===== config.mk =====
export PLATFORM = sky130hd
export DESIGN_NAME = tod_alarm_counter
export DESIGN_NICKNAME = d
export VERILOG_FILES = /design/src/rtl/tod_pkg.sv /design/src/rtl/tod_bcd_field.sv /design/src/rtl/tod_wr_stage.sv /design/src/rtl/tod_alarm_cmp.sv /design/src/rtl/tod_alarm_counter.sv
export SDC_FILE = /design/constraint.sdc
export NUM_CORES = 1
export LEC_CHECK = 0
export ABC_AREA = 1
export BUFFER_PORTS_ARGS = -buffer_cell sky130_fd_sc_hd__clkbuf_2
export CAP_MARGIN = 20
export CORE_MARGIN = 10
export CORE_UTILIZATION = 31
export CTS_CLUSTER_DIAMETER = 60
export CTS_CLUSTER_SIZE = 30
export DETAILED_ROUTE_END_ITERATION = 8
export GPL_TIMING_DRIVEN = 0
export PLACE_DENSITY = 0.55
export SLEW_MARGIN = 20
export SYNTH_ARGS = -nofsm -noshare
export SYNTH_HDL_FRONTEND = slang
export SYNTH_HIERARCHICAL = 1
export SYNTH_SLANG_ARGS = --single-unit

===== constraint.sdc =====
create_clock -name clk_i -period 2.2 [get_ports clk_i]
set_clock_uncertainty 0.05 [all_clocks]
set_input_delay 0.11 -clock clk_i [delete_from_list [all_inputs] [get_ports clk_i]]
set_output_delay 0.11 -clock clk_i [all_outputs]
set_load 0.02 [all_outputs]

===== src/rtl/tod_pkg.sv =====
package tod_pkg;
  localparam logic [7:0] ADDR_CTRL  = 8'h14;
  localparam logic [7:0] ADDR_SEC   = 8'h15;
  localparam logic [7:0] ADDR_MIN   = 8'h16;
  localparam logic [7:0] ADDR_HOUR  = 8'h17;
  localparam logic [7:0] ADDR_DLO   = 8'h18;
  localparam logic [7:0] ADDR_DHI   = 8'h19;
  localparam logic [7:0] ADDR_AMIN  = 8'h1A;
  localparam logic [7:0] ADDR_AHOUR = 8'h1B;
  localparam logic [7:0] ADDR_ADLO  = 8'h1C;
  localparam logic [7:0] ADDR_ADHI  = 8'h1D;

  localparam int BIT_CEN  = 0;
  localparam int BIT_AIE  = 1;
  localparam int BIT_FLAG = 2;
  localparam int BIT_MEN  = 3;
  localparam int BIT_HEN  = 4;
  localparam int BIT_DEN  = 5;
  localparam int BIT_BUSY = 7;
endpackage


===== src/rtl/tod_bcd_field.sv =====
module tod_bcd_field #(
  parameter logic [7:0] TOP = 8'h59
) (
  input  logic       clk_i,
  input  logic       rst_ni,
  input  logic       inc_i,
  input  logic       ld_i,
  input  logic [7:0] ld_val_i,
  output logic [7:0] val_o,
  output logic       wrap_o
);
  logic [7:0] val_q, val_inc;

  always_comb begin
    if (val_q == TOP)             val_inc = 8'h00;
    else if (val_q[3:0] == 4'd9)  val_inc = {val_q[7:4] + 4'd1, 4'd0};
    else                          val_inc = val_q + 8'd1;
  end

  always_ff @(posedge clk_i or negedge rst_ni) begin
    if (!rst_ni)    val_q <= '0;
    else if (ld_i)  val_q <= ld_val_i;
    else if (inc_i) val_q <= val_inc;
  end

  assign val_o  = val_q;
  assign wrap_o = inc_i && (val_q == TOP);
endmodule


===== src/rtl/tod_wr_stage.sv =====
module tod_wr_stage
  import tod_pkg::*;
#(
  parameter int BUSY_CYC = 2
) (
  input  logic       clk_i,
  input  logic       rst_ni,
  input  logic       we_i,
  input  logic [7:0] addr_i,
  input  logic [7:0] wdata_i,
  output logic       busy_o,
  output logic       commit_o,
  output logic [7:0] c_addr_o,
  output logic [7:0] c_data_o
);
  localparam int CW = $clog2(BUSY_CYC + 1);

  logic [CW-1:0] cnt_q;
  logic [7:0]    addr_q, data_q;
  logic          accept;

  assign busy_o = (cnt_q != '0);
  assign accept = we_i && !busy_o && (addr_i >= ADDR_SEC) && (addr_i <= ADDR_ADHI);

  always_ff @(posedge clk_i or negedge rst_ni) begin
    if (!rst_ni) begin
      cnt_q  <= '0;
      addr_q <= '0;
      data_q <= '0;
    end else if (accept) begin
      cnt_q  <= CW'(BUSY_CYC);
      addr_q <= addr_i;
      data_q <= wdata_i;
    end else if (busy_o) begin
      cnt_q  <= cnt_q - 1'b1;
    end
  end

  // commit lands on the edge that drops busy
  assign commit_o = (cnt_q == CW'(1));
  assign c_addr_o = addr_q;
  assign c_data_o = data_q;
endmodule


===== src/rtl/tod_alarm_cmp.sv =====
module tod_alarm_cmp #(
  parameter int DAY_W = 15
) (
  input  logic             clk_i,
  input  logic             rst_ni,
  input  logic             roll_i,
  input  logic [2:0]       en_i,
  input  logic [7:0]       min_i,
  input  logic [7:0]       hour_i,
  input  logic [DAY_W-1:0] day_i,
  input  logic [7:0]       amin_i,
  input  logic [7:0]       ahour_i,
  input  logic [DAY_W-1:0] aday_i,
  output logic             hit_o
);
  logic       chk_q;
  logic [2:0] eq;

  always_ff @(posedge clk_i or negedge rst_ni) begin
    if (!rst_ni) chk_q <= 1'b0;
    else         chk_q <= roll_i;
  end

  assign eq[0] = !en_i[0] || (min_i == amin_i);
  assign eq[1] = !en_i[1] || (hour_i == ahour_i);
  assign eq[2] = !en_i[2] || (day_i == aday_i);

  assign hit_o = chk_q && (|en_i) && (&eq);
endmodule


===== src/rtl/tod_alarm_counter.sv =====
module tod_alarm_counter
  import tod_pkg::*;
#(
  parameter int DAY_W    = 15,
  parameter int BUSY_CYC = 2
) (
  input  logic       clk_i,
  input  logic       rst_ni,
  input  logic       tick_i,
  input  logic       reg_we_i,
  input  logic [7:0] reg_addr_i,
  input  logic [7:0] reg_wdata_i,
  output logic [7:0] reg_rdata_o,
  output logic       alarm_irq_o
);
  localparam int HI_W = DAY_W - 8;

  logic             busy, commit;
  logic [7:0]       c_addr, c_data;
  logic [7:0]       sec_q, min_q, hour_q;
  logic             sec_wrap, min_wrap, hour_wrap;
  logic [DAY_W-1:0] day_q, aday_q;
  logic [7:0]       amin_q, ahour_q;
  logic             cen_q, aie_q, men_q, hen_q, den_q, flag_q, hit;
  logic             ctrl_wr;

  tod_wr_stage #(.BUSY_CYC(BUSY_CYC)) u_stage (
    .clk_i, .rst_ni, .we_i(reg_we_i), .addr_i(reg_addr_i), .wdata_i(reg_wdata_i),
    .busy_o(busy), .commit_o(commit), .c_addr_o(c_addr), .c_data_o(c_data)
  );

  tod_bcd_field #(.TOP(8'h59)) u_sec (
    .clk_i, .rst_ni, .inc_i(tick_i && cen_q), .ld_i(commit && c_addr == ADDR_SEC),
    .ld_val_i(c_data), .val_o(sec_q), .wrap_o(sec_wrap)
  );
  tod_bcd_field #(.TOP(8'h59)) u_min (
    .clk_i, .rst_ni, .inc_i(sec_wrap), .ld_i(commit && c_addr == ADDR_MIN),
    .ld_val_i(c_data), .val_o(min_q), .wrap_o(min_wrap)
  );
  tod_bcd_field #(.TOP(8'h23)) u_hour (
    .clk_i, .rst_ni, .inc_i(min_wrap), .ld_i(commit && c_addr == ADDR_HOUR),
    .ld_val_i(c_data), .val_o(hour_q), .wrap_o(hour_wrap)
  );

  always_ff @(posedge clk_i or negedge rst_ni) begin
    if (!rst_ni) begin
      day_q   <= '0;
      aday_q  <= '0;
      amin_q  <= '0;
      ahour_q <= '0;
    end else begin
      if (commit && c_addr == ADDR_DLO)      day_q[7:0]       <= c_data;
      else if (commit && c_addr == ADDR_DHI) day_q[DAY_W-1:8] <= c_data[HI_W-1:0];
      else if (hour_wrap)                    day_q            <= day_q + 1'b1;
      if (commit && c_addr == ADDR_AMIN)  amin_q  <= c_data;
      if (commit && c_addr == ADDR_AHOUR) ahour_q <= c_data;
      if (commit && c_addr == ADDR_ADLO)  aday_q[7:0]       <= c_data;
      if (commit && c_addr == ADDR_ADHI)  aday_q[DAY_W-1:8] <= c_data[HI_W-1:0];
    end
  end

  tod_alarm_cmp #(.DAY_W(DAY_W)) u_cmp (
    .clk_i, .rst_ni, .roll_i(sec_wrap), .en_i({den_q, hen_q, men_q}),
    .min_i(min_q), .hour_i(hour_q), .day_i(day_q),
    .amin_i(amin_q), .ahour_i(ahour_q), .aday_i(aday_q), .hit_o(hit)
  );

  assign ctrl_wr = reg_we_i && (reg_addr_i == ADDR_CTRL);

  always_ff @(posedge clk_i or negedge rst_ni) begin
    if (!rst_ni) begin
      {cen_q, aie_q, men_q, hen_q, den_q, flag_q} <= '0;
    end else begin
      if (ctrl_wr) begin
        cen_q <= reg_wdata_i[BIT_CEN];
        aie_q <= reg_wdata_i[BIT_AIE];
        men_q <= reg_wdata_i[BIT_MEN];
        hen_q <= reg_wdata_i[BIT_HEN];
        den_q <= reg_wdata_i[BIT_DEN];
      end
      // a fresh match wins over a same-cycle clear
      if (hit)                                  flag_q <= 1'b1;
      else if (ctrl_wr && reg_wdata_i[BIT_FLAG]) flag_q <= 1'b0;
    end
  end

  always_comb begin
    unique case (reg_addr_i)
      ADDR_CTRL: begin
        reg_rdata_o           = '0;
        reg_rdata_o[BIT_BUSY] = busy;
        reg_rdata_o[BIT_DEN]  = den_q;
        reg_rdata_o[BIT_HEN]  = hen_q;
        reg_rdata_o[BIT_MEN]  = men_q;
        reg_rdata_o[BIT_FLAG] = flag_q;
        reg_rdata_o[BIT_AIE]  = aie_q;
        reg_rdata_o[BIT_CEN]  = cen_q;
      end
      ADDR_SEC:   reg_rdata_o = sec_q;
      ADDR_MIN:   reg_rdata_o = min_q;
      ADDR_HOUR:  reg_rdata_o = hour_q;
      ADDR_DLO:   reg_rdata_o = day_q[7:0];
      ADDR_DHI:   reg_rdata_o = 8'(day_q[DAY_W-1:8]);
      ADDR_AMIN:  reg_rdata_o = amin_q;
      ADDR_AHOUR: reg_rdata_o = ahour_q;
      ADDR_ADLO:  reg_rdata_o = aday_q[7:0];
      ADDR_ADHI:  reg_rdata_o = 8'(aday_q[DAY_W-1:8]);
      default:    reg_rdata_o = '0;
    endcase
  end

  assign alarm_irq_o = flag_q && aie_q;
endmodule


== Word level (Yosys, flattened, before mapping) ==
Cells that the tools add are included.

* Input bits: 20
* Bits in registers: 95
* Output and inout bits: 9

* Reduce and logical (&&, ||, !) cells: 40
* Equal/unequal tests: 30
* Bitwise logic cells: 1
* $lt $le $gt $ge: 2
* Add/sub/neg operators: 8
* Muxes and demuxes: 21

{| class="wikitable"
|+ Operators by type and width
! operator !! number
|-
| 8-bit by 5-bit equality test with 1-bit output (second input constant) || 19
|-
| 8-bit 2-to-1 mux || 14
|-
| 8-bit case mux with 10 select lines || 1
|-
| 8-bit by 1-bit adder with 8-bit output (second input constant) || 3
|-
| 1-bit logical AND || 21
|-
| 8-bit by 7-bit equality test with 1-bit output (second input constant) || 2
|-
| 8-bit equality test || 2
|-
| 2-bit nonzero test || 8
|-
| 15-bit by 1-bit adder with 15-bit output (second input constant) || 1
|-
| 15-bit equality test || 1
|-
| 15-bit 2-to-1 mux || 1
|-
| 4-bit by 1-bit adder with 4-bit output (second input constant) || 3
|-
| 4-bit equality test (second input constant) || 3
|-
| 8-bit by 6-bit equality test with 1-bit output (second input constant) || 1
|-
| 8-bit by 5-bit >= comparator with 1-bit output (second input constant) || 1
|-
| 8-bit by 5-bit less-or-equal comparator with 1-bit output (second input constant) || 1
|-
| 7-bit 2-to-1 mux || 1
|-
| 1-bit zero test || 4
|-
| 2-bit 2-to-1 mux || 2
|-
| 2-bit AND reduction || 2
|-
| 1-bit logical OR || 3
|-
| 3-bit AND reduction || 1
|-
| 3-bit OR reduction || 1
|-
| 2-bit by 1-bit equality test with 1-bit output (second input constant) || 1
|-
| other kinds (4) || 5
|}

== Depth between registers and ports, before layout ==
Gate-level depths: netlist of run 1.

* Depth in word-level cells: 7
* Gate-level depth with buffers: 17
* Depth with buffers taken out: 16

== By module ==
The synthesis of run 1 kept the hierarchy.

{| class="wikitable"
|+ Modules (own cells, without submodules)
! module !! instances !! sequential area each (um^2) !! area an instance (um^2) !! cells each
|-
| tod_alarm_counter || 1 || 1301.2 || 3326.9 || 509
|-
| tod_bcd_field at u_min ... || 2 || 200.2 || 608.1 || 80
|-
| tod_wr_stage || 1 || 450.4 || 804.5 || 91
|-
| tod_bcd_field at u_hour || 1 || 200.2 || 596.8 || 88
|-
| tod_alarm_cmp || 1 || 25.0 || 514.2 || 99
|}

== Worst setup path after synthesis of run 1 ==
No wires, ideal clock.

* Kind: register to register
* Start point: register u_sec.val_q[1], in the netlist u_sec/val_o[1]
* End point: register day_q[11]
* Setup slack: 0.100 ns
* Buffers on the path: 1
* Data required time: 2.085 ns
* Cell stages (with the launch flop): 18
* Period minus slack after synthesis: 2.100 ns
* Arrival: 1.985 ns
* Cells stage by stage: dfrtp_1 -> inv_1 -> ha_1 -> nand3_4 -> inv_2 -> nand2_1 -> nor2_1 -> inv_1 -> nor2_1 -> inv_1 -> nor2_1 -> inv_1 -> nand2_1 -> nand2_2 -> buf_6 -> nor2_1 -> nand2_1 -> nand2_1

* Word-level cells in the longest chain between the ends: 6

{| class="wikitable"
|+ RTL lines
! what !! RTL line !! source
|-
| from (decl) || tod_bcd_field.sv:12 || <nowiki>logic [7:0] val_q, val_inc;</nowiki>
|-
| from (signal assigned) || tod_bcd_field.sv:22 || <nowiki>else if (ld_i) val_q <= ld_val_i;</nowiki>
|-
| from (signal assigned) || tod_bcd_field.sv:23 || <nowiki>else if (inc_i) val_q <= val_inc;</nowiki>
|-
| 8-bit by 7-bit equality test with 1-bit output || tod_bcd_field.sv:27 || <nowiki>assign wrap_o = inc_i && (val_q == TOP);</nowiki>
|-
| 1-bit logical AND || tod_bcd_field.sv:27 ||
|-
| net sec_wrap || tod_alarm_counter.sv:21 || <nowiki>logic sec_wrap, min_wrap, hour_wrap;</nowiki>
|-
| 1-bit logical AND || tod_bcd_field.sv:27 ||
|-
| net min_wrap || tod_alarm_counter.sv:21 ||
|-
| 1-bit logical AND || tod_bcd_field.sv:27 ||
|-
| net hour_wrap || tod_alarm_counter.sv:21 ||
|-
| 2-bit nonzero test (no line) || n/a ||
|-
| 2-bit AND reduction (no line) || n/a ||
|-
| to (signal, indexed assignment) || tod_alarm_counter.sv:53 || <nowiki>else if (commit && c_addr == ADDR_DHI) day_q[DAY_W-1:8] <= c_data[HI_W-1:0];</nowiki>
|-
| to (signal assigned) || tod_alarm_counter.sv:54 || <nowiki>else if (hour_wrap) day_q <= day_q + 1'b1;</nowiki>
|-
| to (decl) || tod_alarm_counter.sv:22 || <nowiki>logic [DAY_W-1:0] day_q, aday_q;</nowiki>
|}

The timed path passes the listed nets, and every way through them passes these cells.
A chain may end at the register's enable or synchronous reset.

== Worst setup path after layout of run 1 ==
* Start point: register u_sec.val_q[5], in the netlist u_sec/val_o[5]
* End point: register day_q[14]

Same word-level chain as after synthesis.

==> flow_summary.toml, run 1 <==
[status]
outcome = "complete, no violations"

[power_and_ir_drop]
p_leak_nw = 3.77
p_per_area_nw_per_um2 = 642
ir_drop_uv = 615

[setup_path]
critPathMaxStageDelay_ps = 420
worst_path_most_repeated_cell = "inv_2"
path_max_fanout = 6
slowest_stage = "dfrtp_2"
criticalPathCategory = "reg2reg"
path_cells = "inv_2 -> ha_4 -> nand2_2 -> nor2_2 -> nand2_2 -> nor2_4 -> inv_2 -> nor2_4 -> inv_2 -> nor2_4 -> inv_2 -> nand2_2 -> nand2_4 -> buf_4 -> nand2_1 -> nand2_1"
arrival_ps = 2300
critPathBufInv = 5
cp_top_family = "simple AND/OR/NAND/NOR gates"
start_kind = "flop"
end_kind = "flop"
cp_data_required_time_ps = 2410

[timing]
hold_viol_final = 0
period_needed_ps = 2100
setup_viol = 0
max_freq_mhz = 477
relSlewSlack_pct = 56.8
worstMarginPinSlew_ps = 646
hold_ws_ps = 17.8
finalMaxSlewViolations = 0
period_share_pct = 95.2

[synth]
ys.flop_type = "dfrtp_1"
syn_area_per_cell_sq_um = 6.82
yosysWarnings = 6
synth_top_area_share_pct = 36.8
syn_inst = 947
seq_area_frac_synth_pct = 36.8
syn_nets = 982
async_flop_share_pct = 100
syn_area_sq_um = 6460
synth_edf_count = 0
synth_cell_type_count = 30
ys_seq_elements = 95
synthTopCellsByArea = "dfrtp_1, nand2_1, nand3_1"
yosys.area.top_type = "dfrtp_1"

[clock_tree]
numCtsBuffers = 9
root_buffer = "clkbuf_16"
h-tree-depth = 3
worstSkewPairLatency_ps = 360
clkSlewWorstSetupHoldPaths_ps = 70
cts_tree = "yes"
clockBufferDepth = 2
clock-sinks = 95

[global_route]
grt_pass1_wl_um = 33800
grt_util_all_layers_pct = 16.1
grt_pass1_vias = 5970
grt_max_degree = 63
antenna_found_initial = 0
overflow = 0

[placed_design]
io_buffers = 28
dp.cells = 1246
hpwl_um = 15400
finalWeightedCongestion = 0.964

[route]
vias = 6280
first_pass_iters = 5
avgViaCountPerCell = 4.88
ant_nets = 0
drt_iter0_markers = 620
wirelength_um = 21200
wl_per_cell_um = 16.5
drc = 0

[floorplan]
start_util_pct = 31.7
io_pins = 29
dieWidth_um = 164
die_y_um = 164
rows = 52
core-area_sq_um = 20400
die_area_sq_um = 27000

[finish]
nFillCells = 2147
largestRegisters = "aday_q: 15 flops, day_q: 15 flops"
final_cell_mix = "nand2_1, nand3_1, dfrtp_1"
fin_cells = 1287
syn_to_final_growth_pct = 18.0
antenna_cells = 0
final_common_cell = "nand2_1"
drive_gt1_share_pct = 14.0
multiInputGateArea_sq_um = 3670
ff_latch_area_sq_um = 2380
finalNetCount = 1047

[worst_hold_path]
hold_path_class = "in2reg"

[run]
cap_violations = 0
==> kinds of logic (layout without fill, tap and decap cells) <==
group	Yosys count	count (layout)	share of synthesized area (%)
and+or+nand+nor	596	596	40.3
buffers and inverters	122	192	7.83
DFF	95	95	36.8
AOI/OAI and AO/OA	85	85	7.57
xor gates and xnor gates	34	34	4.61
adders and majority gates	15	15	2.91
==> worst reg2reg max path, cell delays in order (launching register included) <==
cell	delay, ps
dfrtp_2	420
inv_2	80
ha_4	120
nand2_2	50
nor2_2	110
nand2_2	80
nor2_4	150
inv_2	70
nor2_4	140
inv_2	60
nor2_4	190
inv_2	50
nand2_2	80
nand2_4	70
buf_4	170
nand2_1	60
nand2_1	50
==> synthesized netlist by cell type, types with 5 or more instances <==
master,n
nand2_1,326
nand3_1,129
dfrtp_1,95
inv_1,94
nor2_1,94
o21ai_0,41
xnor2_1,25
o21ai_1,18
a22oi_1,17
ha_1,15
xor2_1,9
buf_2,8
inv_2,8
nand4_1,8
nor2_2,8
nand2_2,7
clkbuf_1,5
==> power by group <==
| group | switching, mW | internal, mW |
|---|---|---|
| clock network | 0.733 | 1.06 |
| registers | 0.355 | 1.91 |
| logic | 0.530 | 0.300 |
| total | 1.62 | 3.28 |
==> path summary, 6_finish.rpt <==
| path | depth (start not counted) | slack (ps) | to | from |
|---|---|---|---|---|
| setup / recovery | 16 | 100 | day_q[14] | u_sec/val_o[5] |
| hold / removal | 3 | 20 | u_stage/c_addr_o[1] | reg_addr_i[1] |
| setup reg to reg | 16 | 100 | day_q[14] | u_sec/val_o[5] |
| hold reg to reg | 1 | 430 | u_stage/c_addr_o[4] | u_stage/c_addr_o[4] |
| max in group asynchronous | 3 | 1320 | u_sec/val_o[5] | rst_ni |
| min in group asynchronous | 2 | 160 | u_hour/val_o[7] | rst_ni |
==> stage by stage <==
| stage | util, % | setup WS, ps | power (mW) | instance area [sq um] | setup TNS, ps |
|---|---|---|---|---|---|
| finish | 37.4 | 105 | 4.89 | 7620 | 0 |
| CTS | 36.8 | 11.8 | 4.89 | 7500 | 0 |
| detailed placement | 34.2 | -687 | 3.05 | 6970 | -11820 |
| floorplan | - | 99.7 | 2.63 | 6460 | 0 |
| global placement | 34.1 | -680 | 3.02 | 6940 | -53390 |
| global route | 37.4 | -6.96 | 5.15 | 7620 | -6.96 |
==> layout make-up <==
class / count / area share, %
Clock inverter: 4 / 1.00
Timing Repair Buffer: 54 / 5.10
Multi-Input combinational cell: 730 / 48.2
Clock buffer: 12 / 3.36
Tap cell: 270 / 4.43
Buffer: 20 / 1.66
Inverter: 102 / 5.02
Sequential cell: 95 / 31.3
==> metal layers <==
layer  GRT usage [%]  vias up  share of wire, %
met5               0        -                 0
met4            4.47        0               1.9
met3            2.43       25               5.1
met2            25.2      203                45
met1            22.4     2894                48
li1                -     3158                 -
==> timing repair <==
| item | 4_1_cts | 5_1_grt |
|---|---|---|
| hold buffers | 10 | 0 |
| cloned | 0 | 1 |
| setup endpoints to repair | 35 | 23 |
| hold endpoints to repair | 110 | 0 |
| gates resized for setup | 13 | 26 |
| pin swaps | 4 | 7 |
| setup buffers | 8 | 6 |
No activity file was read; power rests on OpenSTA's default activity.
==> run 2, diff against run 1 <==
RECOVER_POWER = 25   (was unset)
==> flow_summary.toml, run 2 (synthesis results as in run 1) <==
[power_and_ir_drop]
switching_share_pct = 33.1
p_per_area_nw_per_um2 = 643
switching_power_mw = 1.62
p_seq_share_pct = 46.3
p_leak_nw = 3.77
combPwrFrac_pct = 16.9
power.share.clock_pct = 36.8
p_int_mw = 3.28
ir_drop_uv = 614

[worst_hold_path]
hold_depth = 3
hold_end = "u_stage/c_addr_o[1]"
hold_path_class = "in2reg"
holdCritStartpoint = "reg_addr_i[1]"

[setup_path]
end_kind = "flop"
cp_data_required_time_ps = 2410
criticalPathCategory = "reg2reg"
path_max_fanout = 6
r2r-start = "u_sec/val_o[5]"
start_kind = "flop"
cp-startpoint = "u_sec/val_o[5]"
r2r_end = "day_q[14]"
r2r_slack_ps = 110
reg2reg_depth = 16
arrival_ps = 2300

[finish]
ff_latch_area_sq_um = 2380
multiInputGateArea_sq_um = 3670
final_common_cell = "nand2_1"
largestRegisters = "aday_q: 15 flops, day_q: 15 flops"
antenna_cells = 0
finalNetCount = 1047
syn_to_final_growth_pct = 17.9
nFillCells = 2147
stdcell_area_sq_um = 7610
final_cell_mix = "nand2_1, nand3_1, dfrtp_1"
drive_gt1_share_pct = 14.0
final_util_pct = 37.4

[route]
avgViaCountPerCell = 4.87
vias = 6274
wl_per_cell_um = 16.5
drc = 0
drt_iter0_markers = 624
wirelength_um = 21200
ant_nets = 0
first_pass_iters = 5

[timing]
max_freq_mhz = 478
worstMarginPinSlew_ps = 948
hold_viol_final = 0
setup_viol = 0
hold_ws_ps = 16.4
fin_ws_ps = 110
setup_tns_ps = 0
period_needed_ps = 2090
finalMaxSlewViolations = 0
relSlewSlack_pct = 36.8
period_share_pct = 95.0

[clock_tree]
worstSkewPairLatency_ps = 360
h-tree-depth = 3
root_buffer = "clkbuf_16"
clkSlewWorstSetupHoldPaths_ps = 70
numCtsBuffers = 9
clockBufferDepth = 2
cts_tree = "yes"
clock-sinks = 95

[floorplan]
io_pins = 29
die_area_sq_um = 27000
dieWidth_um = 164
start_util_pct = 31.7
die_y_um = 164
rows = 52
core-area_sq_um = 20400

[global_route]
grt_pass1_vias = 5970
antenna_found_initial = 0
busiest_layer = "met2"
grt_util_all_layers_pct = 16.1
grt_pass1_wl_um = 33800
met2_usage_pct = 25.2
overflow = 0
use_met3_pct = 2.43
grt_max_degree = 63
met1_usage_pct = 22.4

[run]
cap_violations = 0

[placed_design]
dp_worst_setup_slack_ps = -687
hpwl_um = 15400
io_buffers = 28
dpl_cell_area_sq_um = 6970
finalWeightedCongestion = 0.964

[status]
outcome = "complete, no violations"
[run 2: cell counts in the layout (fill, tap and decap cells not counted)]
No cell type changed its count.
[run 2: repair_timing]
item	in CTS	in global routing
pin swaps	4	7
cloned	0	1
hold buffers	10	0
endpoints found under the hold margin	110	0
gates resized for setup	13	26
setup endpoints to repair	35	23
setup buffers	8	6
[run 2: worst max-delay path, stage by stage (launching register included)]
cell and delay [ps]:
dfrtp_2 420, inv_2 80, ha_4 120, nand2_2 50, nor2_2 110, nand2_2 70
nor2_4 150, inv_2 70, nor2_4 140, inv_2 50, nor2_4 190, inv_2 50
nand2_2 80, nand2_4 70, buf_4 170, nand2_1 50, nand2_1 50
[run 2: power groups by stage]
stage / sequential [mW] / clock [mW] / combinational, mW
after global routing: 2.29 / 1.92 / 0.936
final: 2.27 / 1.80 / 0.826
after global placement: 2.31 / 0 / 0.717
after detailed placement: 2.30 / 0 / 0.743
after CTS: 2.26 / 1.84 / 0.790
after floorplan: 2.12 / 0 / 0.509
[run 2: worst max-delay path by stage]
stage                           end  slack, ps  depth (start not counted)
final                     day_q[14]        110                         16
after floorplan           day_q[11]        100                         17
after CTS                  day_q[9]         10                         17
after detailed placement   day_q[9]       -690                         17
after global placement    day_q[10]       -680                         17
after global routing      day_q[10]         -7                         17
[run 2: layer usage]
metal | routed length (um) | up-vias | part of all wire, %
met5 | 0 | - | 0
met2 | 9640 | 164 | 46
met4 | 393 | 0 | 1.9
met1 | 10100 | 2924 | 48
li1 | - | 3163 | -
met3 | 1070 | 23 | 5.1
[run 2: through the flow]
step / power [mW] / instances
6_report: 4.89 / 1287
5_1_grt: 5.14 / 1287
4_1_cts: 4.89 / 1280
3_5_place_dp: 3.05 / 1246
3_3_place_gp: 3.02 / 1245
2_1_floorplan: 2.63 / 947
[run 2: area by class of cell]
cell class | instances | share of cell area, %
inverter | 102 | 5.03
clock inverter | 4 | 1.00
tap | 270 | 4.44
sequential | 95 | 31.3
buffer | 20 | 1.66
clock buffer | 12 | 3.37
timing repair buffer | 54 | 5.00
multi-input combinational | 730 | 48.2
